<file path="src/rtl/perf_cnt_pkg.sv">
package perf_cnt_pkg;
  localparam int DATA_W = 32;
  localparam int ADDR_W = 4;
  localparam int NUM_EVT = 5;

  localparam logic [ADDR_W-1:0] A_CTRL  = 4'd0;
  localparam logic [ADDR_W-1:0] A_CYC   = 4'd1;
  localparam logic [ADDR_W-1:0] A_EVT0  = 4'd2;
  localparam logic [ADDR_W-1:0] A_KEY   = 4'd7;
  localparam logic [ADDR_W-1:0] A_LSTAT = 4'd8;

  localparam int EV_CPI   = 0;
  localparam int EV_EXC   = 1;
  localparam int EV_SLEEP = 2;
  localparam int EV_LSU   = 3;
  localparam int EV_FOLD  = 4;

  localparam int B_CYC_EN  = 0;
  localparam int B_SAMP_EN = 12;
  localparam int B_EXC_EN  = 16;

  localparam logic [DATA_W-1:0] UNLOCK_KEY = 32'hC5AC_CE55;

  typedef struct packed {
    logic exc_en;
    logic samp_en;
    logic cyc_en;
  } ctrl_t;
endpackage

</file>
<file path="src/rtl/perf_lock_ctl.sv">
module perf_lock_ctl
  import perf_cnt_pkg::*;
(
  input  logic              clk,
  input  logic              rst_n,
  input  logic              key_wr,
  input  logic [DATA_W-1:0] key_data,
  output logic              locked
);
  logic lock_q, lock_d;

  always_comb begin
    lock_d = lock_q;
    if (key_wr) lock_d = (key_data != UNLOCK_KEY);
  end

  always_ff @(posedge clk or negedge rst_n) begin
    if (!rst_n)      lock_q <= 1'b1;
    else if (key_wr) lock_q <= lock_d;
  end

  assign locked = lock_q;


  unlock_key_chk: assert property (@(posedge clk) disable iff (!rst_n)
    (key_wr && key_data == UNLOCK_KEY) |=> !locked);

  relock_chk: assert property (@(posedge clk) disable iff (!rst_n)
    (key_wr && key_data != UNLOCK_KEY) |=> locked);
endmodule

</file>
<file path="src/rtl/perf_event_ctr.sv">
module perf_event_ctr #(
  parameter int W = 8
) (
  input  logic         clk,
  input  logic         rst_n,
  input  logic         load,
  input  logic [W-1:0] load_val,
  input  logic         inc,
  output logic [W-1:0] cnt
);
  logic [W-1:0] cnt_q, cnt_d;
  logic         cnt_en;

  assign cnt_en = load | inc;

  always_comb begin
    if (load) cnt_d = load_val;
    else      cnt_d = cnt_q + 1'b1;
  end

  always_ff @(posedge clk or negedge rst_n) begin
    if (!rst_n)      cnt_q <= '0;
    else if (cnt_en) cnt_q <= cnt_d;
  end

  assign cnt = cnt_q;


  evt_wrap_chk: assert property (@(posedge clk) disable iff (!rst_n)
    (inc && !load && cnt == {W{1'b1}}) |=> cnt == '0);

  evt_preset_chk: assert property (@(posedge clk) disable iff (!rst_n)
    load |=> cnt == $past(load_val));

  evt_hold_chk: assert property (@(posedge clk) disable iff (!rst_n)
    (!inc && !load) |=> $stable(cnt));
endmodule

</file>
<file path="src/rtl/perf_cycle_ctr.sv">
module perf_cycle_ctr #(
  parameter int W = 32
) (
  input  logic         clk,
  input  logic         rst_n,
  input  logic         load,
  input  logic [W-1:0] load_val,
  input  logic         run,
  output logic [W-1:0] cnt
);
  logic [W-1:0] cnt_q, cnt_d;
  logic         cnt_en;

  assign cnt_en = load | run;

  always_comb begin
    if (load) cnt_d = load_val;
    else      cnt_d = cnt_q + 1'b1;
  end

  always_ff @(posedge clk or negedge rst_n) begin
    if (!rst_n)      cnt_q <= '0;
    else if (cnt_en) cnt_q <= cnt_d;
  end

  assign cnt = cnt_q;


  cyc_hold_chk: assert property (@(posedge clk) disable iff (!rst_n)
    (!run && !load) |=> $stable(cnt));

  cyc_step_chk: assert property (@(posedge clk) disable iff (!rst_n)
    (run && !load) |=> cnt != $past(cnt));
endmodule

</file>
<file path="src/rtl/perf_cnt_unit.sv">
module perf_cnt_unit
  import perf_cnt_pkg::*;
#(
  parameter int         CYC_W    = 32,
  parameter int         EVT_W    = 8,
  parameter int         NUM_CMP  = 4,
  parameter logic       NO_PRF   = 1'b0,
  parameter logic       NO_CYC   = 1'b0,
  parameter logic       NO_EXT   = 1'b1,
  parameter logic       NO_TRC   = 1'b1
) (
  input  logic              clk,
  input  logic              rst_n,
  input  logic              reg_wr,
  input  logic [ADDR_W-1:0] reg_addr,
  input  logic [DATA_W-1:0] reg_wdata,
  output logic [DATA_W-1:0] reg_rdata,
  input  logic              trace_en,
  input  logic              ev_cpi,
  input  logic              ev_exc,
  input  logic              ev_sleep,
  input  logic              ev_lsu,
  input  logic              ev_fold
);
  localparam logic [7:0] CAP_BYTE = {4'(NUM_CMP), NO_TRC, NO_EXT, NO_CYC, NO_PRF};

  logic locked;
  logic wr_ok;
  logic key_wr;

  assign key_wr = reg_wr && (reg_addr == A_KEY);
  assign wr_ok  = reg_wr && !locked;

  perf_lock_ctl u_lock (
    .clk      (clk),
    .rst_n    (rst_n),
    .key_wr   (key_wr),
    .key_data (reg_wdata),
    .locked   (locked)
  );

  // control register
  ctrl_t ctrl_q, ctrl_d;
  logic  ctrl_we;

  assign ctrl_we = wr_ok && (reg_addr == A_CTRL);

  always_comb begin
    ctrl_d.cyc_en  = reg_wdata[B_CYC_EN];
    ctrl_d.samp_en = reg_wdata[B_SAMP_EN];
    ctrl_d.exc_en  = reg_wdata[B_EXC_EN];
  end

  always_ff @(posedge clk or negedge rst_n) begin
    if (!rst_n)       ctrl_q <= '0;
    else if (ctrl_we) ctrl_q <= ctrl_d;
  end

  // cycle counter
  logic             cyc_load;
  logic [CYC_W-1:0] cyc_cnt;

  assign cyc_load = wr_ok && (reg_addr == A_CYC);

  perf_cycle_ctr #(.W(CYC_W)) u_cyc (
    .clk      (clk),
    .rst_n    (rst_n),
    .load     (cyc_load),
    .load_val (reg_wdata[CYC_W-1:0]),
    .run      (ctrl_q.cyc_en && trace_en),
    .cnt      (cyc_cnt)
  );

  // event counters
  logic [NUM_EVT-1:0] evt_inc;
  logic [NUM_EVT-1:0] evt_load;
  logic [EVT_W-1:0]   evt_cnt [NUM_EVT];

  always_comb begin
    evt_inc          = '0;
    evt_inc[EV_CPI]  = ev_cpi & ~ev_lsu;
    evt_inc[EV_EXC]  = ev_exc;
    evt_inc[EV_SLEEP]= ev_sleep;
    evt_inc[EV_LSU]  = ev_lsu;
    evt_inc[EV_FOLD] = ev_fold;
  end

  for (genvar i = 0; i < NUM_EVT; i++) begin : g_evt
    assign evt_load[i] = wr_ok && (reg_addr == A_EVT0 + ADDR_W'(i));
    perf_event_ctr #(.W(EVT_W)) u_evt (
      .clk      (clk),
      .rst_n    (rst_n),
      .load     (evt_load[i]),
      .load_val (reg_wdata[EVT_W-1:0]),
      .inc      (evt_inc[i]),
      .cnt      (evt_cnt[i])
    );
  end

  // read mux
  always_comb begin
    reg_rdata = '0;
    if (reg_addr == A_CTRL) begin
      reg_rdata[31:24]     = CAP_BYTE;
      reg_rdata[B_CYC_EN]  = ctrl_q.cyc_en;
      reg_rdata[B_SAMP_EN] = ctrl_q.samp_en;
      reg_rdata[B_EXC_EN]  = ctrl_q.exc_en;
    end else if (reg_addr == A_CYC) begin
      reg_rdata = DATA_W'(cyc_cnt);
    end else if (reg_addr == A_LSTAT) begin
      reg_rdata[0] = locked;
    end else begin
      for (int k = 0; k < NUM_EVT; k++)
        if (reg_addr == A_EVT0 + ADDR_W'(k)) reg_rdata = DATA_W'(evt_cnt[k]);
    end
  end


  locked_ctrl_chk: assert property (@(posedge clk) disable iff (!rst_n)
    (locked && reg_wr) |=> $stable(ctrl_q) && $stable(cyc_cnt) || trace_en);

  cpi_excl_chk: assert property (@(posedge clk) disable iff (!rst_n)
    (ev_lsu && !evt_load[EV_CPI]) |=> $stable(evt_cnt[EV_CPI]));

  cap_byte_chk: assert property (@(posedge clk) disable iff (!rst_n)
    (reg_addr == A_CTRL) |-> reg_rdata[31:24] == CAP_BYTE);
endmodule

</file>
<file path="config.mk">
export PLATFORM = sky130hd
export DESIGN_NAME = perf_cnt_unit
export DESIGN_NICKNAME = d
export VERILOG_FILES = /design/src/rtl/perf_cnt_pkg.sv /design/src/rtl/perf_lock_ctl.sv /design/src/rtl/perf_event_ctr.sv /design/src/rtl/perf_cycle_ctr.sv /design/src/rtl/perf_cnt_unit.sv
export SDC_FILE = /design/constraint.sdc
export NUM_CORES = 1
export LEC_CHECK = 0
export BUFFER_PORTS_ARGS = -buffer_cell sky130_fd_sc_hd__buf_2
export CORE_AREA = 2 2 107 109
export CTS_CLUSTER_DIAMETER = 200
export DETAILED_ROUTE_END_ITERATION = 6
export DIE_AREA = 0 0 109 111
export GPL_ROUTABILITY_DRIVEN = 0
export MAX_ROUTING_LAYER = met4
export PLACE_DENSITY = 0.64
export SYNTH_ARGS = -nofsm -noshare
export SYNTH_HDL_FRONTEND = slang
export SYNTH_SLANG_ARGS = --single-unit
</file>
<file path="constraint.sdc">
create_clock -name clk -period 1.75 [get_ports clk]
set_input_delay 0.175 -clock clk [delete_from_list [all_inputs] [get_ports clk]]
set_output_delay 0.175 -clock clk [all_outputs]
set_load 0.005 [all_outputs]
</file>
# Word-level counts from Yosys, hierarchy flattened
# Cells that the tools add are included.
# totals
regBits,76
output_inout_bits,32
word_cells,66
inputBits,45
# op_classes
n_eq_ne,9
n_reduce_logical,12
addsub,6
bitwise_logic,8
n_mux,21
# ops
op,count
32-bit 2-to-1 mux,6
8-bit 2-to-1 mux,7
8-bit by 1-bit adder with 8-bit output (second input constant),5
32-bit by 1-bit adder with 32-bit output (second input constant),1
32-bit != test (second input constant),1
31-bit 2-to-1 mux,1
4-bit by 3-bit equality test with 1-bit output (second input constant),4
11-bit 2-to-1 mux,1
1-bit logical AND,10
4-bit by 2-bit equality test with 1-bit output (second input constant),2
7-bit 2-to-1 mux,1
1-bit OR,6
4-bit by 1-bit equality test with 1-bit output (second input constant),1
4-bit equality test (second input constant),1
4-bit zero test,1
1-bit 2-to-1 mux,4
3-bit 2-to-1 mux,1
1-bit AND,1
1-bit zero test,1
1-bit inverter,1

# Longest topological paths before layout
# logic_depth
word_depth,9
mapped_depth,8
depth_no_buf,6

# Modules after synthesis
# From an unflattened synthesis, not the netlist that was laid out.
# unflattened
hier_cells,633
area_unflattened_um2,5544.1
# modules_own_cells
module,area_each_um2,instances,seq_area_each_um2,cells_each
perf_event_ctr,461.7,5,200.2,50
perf_cycle_ctr,1966.9,1,800.8,219
perf_cnt_unit,1118.6,1,75.1,150
perf_lock_ctl,150.1,1,26.3,14

# Worst setup path before layout
# No wires, ideal clock.
# synth_path
path_type,register -> register
startpoint,reg u_cyc.cnt_q[2] (netlist: u_cyc.cnt[2])
endpoint,reg u_cyc.cnt_q[26] (netlist: u_cyc.cnt[26])
path_stages_with_launch,6
t_arrival_ns,1.612
slack_ns,0.056
n_path_buf,0
setup_ns,0.082
t_required_ns,1.668
synth_period_minus_slack_ns,1.694
path_cell_list,dfrtp_1 > nand4_4 > nor3b_4 > nand3_4 > or4_1 > a31oi_1
# synth_between
elab_chain_len,2
# synth_rtl
element,line,source
start: declaration,perf_cycle_ctr.sv:11,"logic [W-1:0] cnt_q, cnt_d;"
start signal: assignment,perf_cycle_ctr.sv:23,else if (cnt_en) cnt_q <= cnt_d;
32-bit by 1-bit adder with 32-bit output,perf_cycle_ctr.sv:18,else cnt_d = cnt_q + 1'b1;
32-bit 2-to-1 mux,perf_cycle_ctr.sv:17,if (load) cnt_d = load_val;
# Every way passes these cells.
# A chain may end at the register's enable or synchronous reset.

# Final worst setup path
# layout_path
startpoint,reg u_cyc.cnt_q[0] (netlist: u_cyc.cnt[0])
endpoint,out reg_rdata[0]
# layout_between
elab_chain_len,2
# layout_rtl
element,line,source
32-bit 2-to-1 mux,perf_cnt_unit.sv:108,end else if (reg_addr == A_CYC) begin
1-bit 2-to-1 mux,perf_cnt_unit.sv:103,if (reg_addr == A_CTRL) begin
end: declaration,perf_cnt_unit.sv:17,"output logic [DATA_W-1:0] reg_rdata,"
# Every way passes these cells.

==> impl_metrics.csv <==
group,metric,value,unit
cells_and_area,final_common_cell,"nand2_1",
synth,synth.avg_cell_area,8.41,µm²
global_routing,grt_pass1_wl,22.6,mm
synth,synth_seq_cells,76,
cells_and_area,final_cell_mix,"nand2_1 (80), buf_2 (75), dfrtp_1 (74)",
placed_design,place_area,5690,µm²
cells_and_area,fin_nets,743,
synth,synth_area_leader_cell,"dfrtp_1",
global_routing,grt_max_degree,47,
sta,relSlewSlack,63.8,%
global_routing,antenna_found_initial,0,
pwr,p_leak,2.82,nW
worst_setup_path,arrival,1.52,ns
sta,layout_setup_ws,0.0526,ns
drt,drtPass1Iterations,6,
run,maxCapViolCount,0,
worst_setup_path,crit_path_start_kind,"flop",
synth,synth_seq_area_share,39.4,%
sta,timing.setup.tns,0,ns
synth,yosysTopAreaCellShare,38.8,%
sta,fin_crit,1.70,ns
clocking,clk_latency,0.34,ns
synth,syn_inst,575,
pwr,peakVddDrop,0.649,mV
placed_design,io_buffers,76,
worst_setup_path,cp-end-kind,"output port",
sta,max_freq,589,MHz
drt,drtIter0Drc,278,
sta,finalMaxSlewViolations,0,
sta,rsz0062_at_grt,"true",
drt,avgRoutedWirePerCell,16.6,µm
synth,syn-num-nets,626,
cells_and_area,register_area,1900,µm²
floorplan,ios,77,
worst_setup_path,cpPeakStageDelay,0.38,ns
sta,worst_pin_slew,0.535,ns
pwr,power.density,1060,nW/µm²
outcome,status,"finished clean",
floorplan,core,11100,µm²
floorplan,rows,39,
clocking,clock_path_buffers,2,
synth,netlist_area,4840,µm²
worst_setup_path,cpMaxStageDelayCell,"dfrtp_1",
drt,via_count,4662,
floorplan,die_w,109,µm
floorplan,die_y,111,µm
cells_and_area,drive_gt1_share,24.2,%
clocking,tritoncts,"yes",
global_routing,grt-ovfl-total,0,
worst_setup_path,path_max_fanout,4,
synth,yosys_warnings,0,
global_routing,first_global_vias,4489,
clocking,cts_htree_levels,3,
cells_and_area,stdcell_count,840,
clocking,cts.clk_slew.worst_paths,0.06,ns
worst_setup_path,path_cells,"buf_4 -> nand3b_1 -> o21ai_0 -> a22oi_1 -> o31ai_2 -> buf_2",
cells_and_area,multi_input_area,2800,µm²
cells_and_area,antenna_cells,0,
placed_design,dp_hpwl,10.2,mm
sta,hold_violations,0,
worst_setup_path,crit_required,1.57,ns
worst_setup_path,path_class,"flop to output port",
synth,yosysUniqueCellTypes,41,
clocking,numCtsBuffers,9,
cells_and_area,area_growth,27.5,%
global_routing,grt_usage,24.8,%
sta,finalSetupViolations,0,
clocking,cts_sinks,76,
placed_design,dp_cells,815,
synth,synth_area_leaders,"dfrtp_1 (39%), o21ai_0 (7.6%), xor2_1 (6.7%)",
drt,drc,0,
floorplan,die-area,12100,µm²
clocking,root_buffer,"clkbuf_16",
drt,vias_per_cell,5.55,
sta,worst_clock_skew,0.00327,ns
floorplan,initial_core_util,43.7,%
min_path,hold_class,"primary input to flop",
drt,ant_nets,0,
cells_and_area,filler_cell_count,983,
sta,hold_ws,0.0500,ns
drt,routed_wirelength,14.0,mm
placed_design,place_ws,0.0309,ns
cells_and_area,fin_area,6170,µm²
sta,fin_crit_sh,97.0,%
## cell type report
class,instances,area share (%)
Clock buffer,12,4.00
Timing Repair Buffer,134,14.1
Inverter,12,0.730
Sequential cell,76,30.9
Multi-Input combinational cell,459,45.4
Clock inverter,4,1.95
Tap cell,143,2.90
## kinds of logic (layout without fill, tap and decap cells)
| family | after synthesis | after routing | synth area share (%) |
|---|---|---|---|
| AO/OA/AOI/OAI | 123 | 123 | 13.8 |
| adder cells (fa/ha/maj) | 6 | 6 | 1.55 |
| buffers and inverters | 40 | 162 | 3.57 |
| flip-flops | 76 | 76 | 39.4 |
| AND/OR/NAND/NOR | 250 | 250 | 26.5 |
| XOR/XNOR | 59 | 59 | 10.7 |
| multiplexers | 21 | 21 | 4.48 |
## final timing paths
path,depth (start not counted),slack (ns),to,start
setup reg to reg,5,0.09,u_cyc.cnt[26]$_DFFE_PN0P_,u_cyc.cnt[14]$_DFFE_PN0P_
max in group asynchronous,3,0.82,g_evt[3].u_evt.cnt[0]$_DFFE_PN0P_,rst_n
hold / removal,3,0.05,u_cyc.cnt[14]$_DFFE_PN0P_,reg_wdata[14]
min in group asynchronous,2,0.36,u_cyc.cnt[23]$_DFFE_PN0P_,rst_n
hold reg to reg,2,0.50,u_lock.locked$_DFFE_PN1P_,u_lock.locked$_DFFE_PN1P_
setup / recovery,6,0.05,reg_rdata[0],u_cyc.cnt[0]$_DFFE_PN0P_
## power breakdown
group	internal [mW]	leakage (nW)	switching (mW)
clock	1.58	0.177	0.747
sequential	2.18	0.982	0.426
combinational	0.804	1.66	0.795
total	4.56	2.82	1.97
## cell usage after synthesis
| cell | number |
|---|---|
| nand3_1 | 22 |
| nand4_1 | 27 |
| buf_6 | 2 |
| nand3_4 | 1 |
| o22ai_1 | 1 |
| nor4_1 | 2 |
| a31oi_1 | 5 |
| nor2_1 | 47 |
| and4b_1 | 3 |
| a211oi_1 | 1 |
| nor4_2 | 1 |
| nand3b_1 | 1 |
| nor3b_4 | 1 |
| xnor2_1 | 22 |
| and4_1 | 1 |
| dfstp_2 | 1 |
| nor3_1 | 12 |
| nand2_1 | 80 |
| nand4_4 | 1 |
| nor2b_1 | 4 |
| ha_1 | 6 |
| a22oi_1 | 9 |
| nor4b_1 | 3 |
| clkbuf_1 | 20 |
| and3_1 | 11 |
| inv_1 | 12 |
| and2_1 | 21 |
| o21ai_0 | 73 |
| mux2i_1 | 16 |
| mux2_2 | 5 |
| nand2b_1 | 4 |
| or3_1 | 4 |
| dfrtp_1 | 75 |
| a22o_1 | 2 |
| nor4bb_1 | 3 |
| or4_1 | 1 |
| a21oi_1 | 27 |
| o31ai_1 | 2 |
| buf_2 | 6 |
| a21o_1 | 3 |
| xor2_1 | 37 |
## registers in the layout, summed over array words and instances, names as in the netlist
signal / count
u_lock.locked: 1
g_evt.u_evt.cnt: 40
u_cyc.cnt: 32
ctrl_q: 3
## worst max-delay path: cells and delay by family (launching register included)
kind	cells	cell delay, ns
AO/OA/AOI/OAI	3	0.44
buffers and inverters	2	0.30
flip-flops	1	0.38
AND/OR/NAND/NOR	1	0.07
## metal layers
layer  up-vias  global-route usage [%]  share of wire, %
met1      2245                    34.0                46
met5         -                       -                 0
met2       142                    36.6                47
li1       2248                       -                 -
met4         0                    10.1               2.6
met3        27                    4.06               5.1
## per-stage QoR
step / utilization, % / power [mW]
final: 55.7 / 6.53
after global routing: 55.7 / 6.90
after CTS: 55.1 / 6.50
after detailed placement: 51.4 / 4.08
after global placement: 51.4 / 4.01
after floorplan: - / 3.55
## what timing repair did
action,CTS,global route
gates resized for setup,4,22
pin swaps,3,8
setup endpoints to repair,3,27
hold buffers,1,0
buffers inserted,4,4
hold endpoints to repair,35,0
gates cloned,0,0
Power figures use the tool's default switching activity.
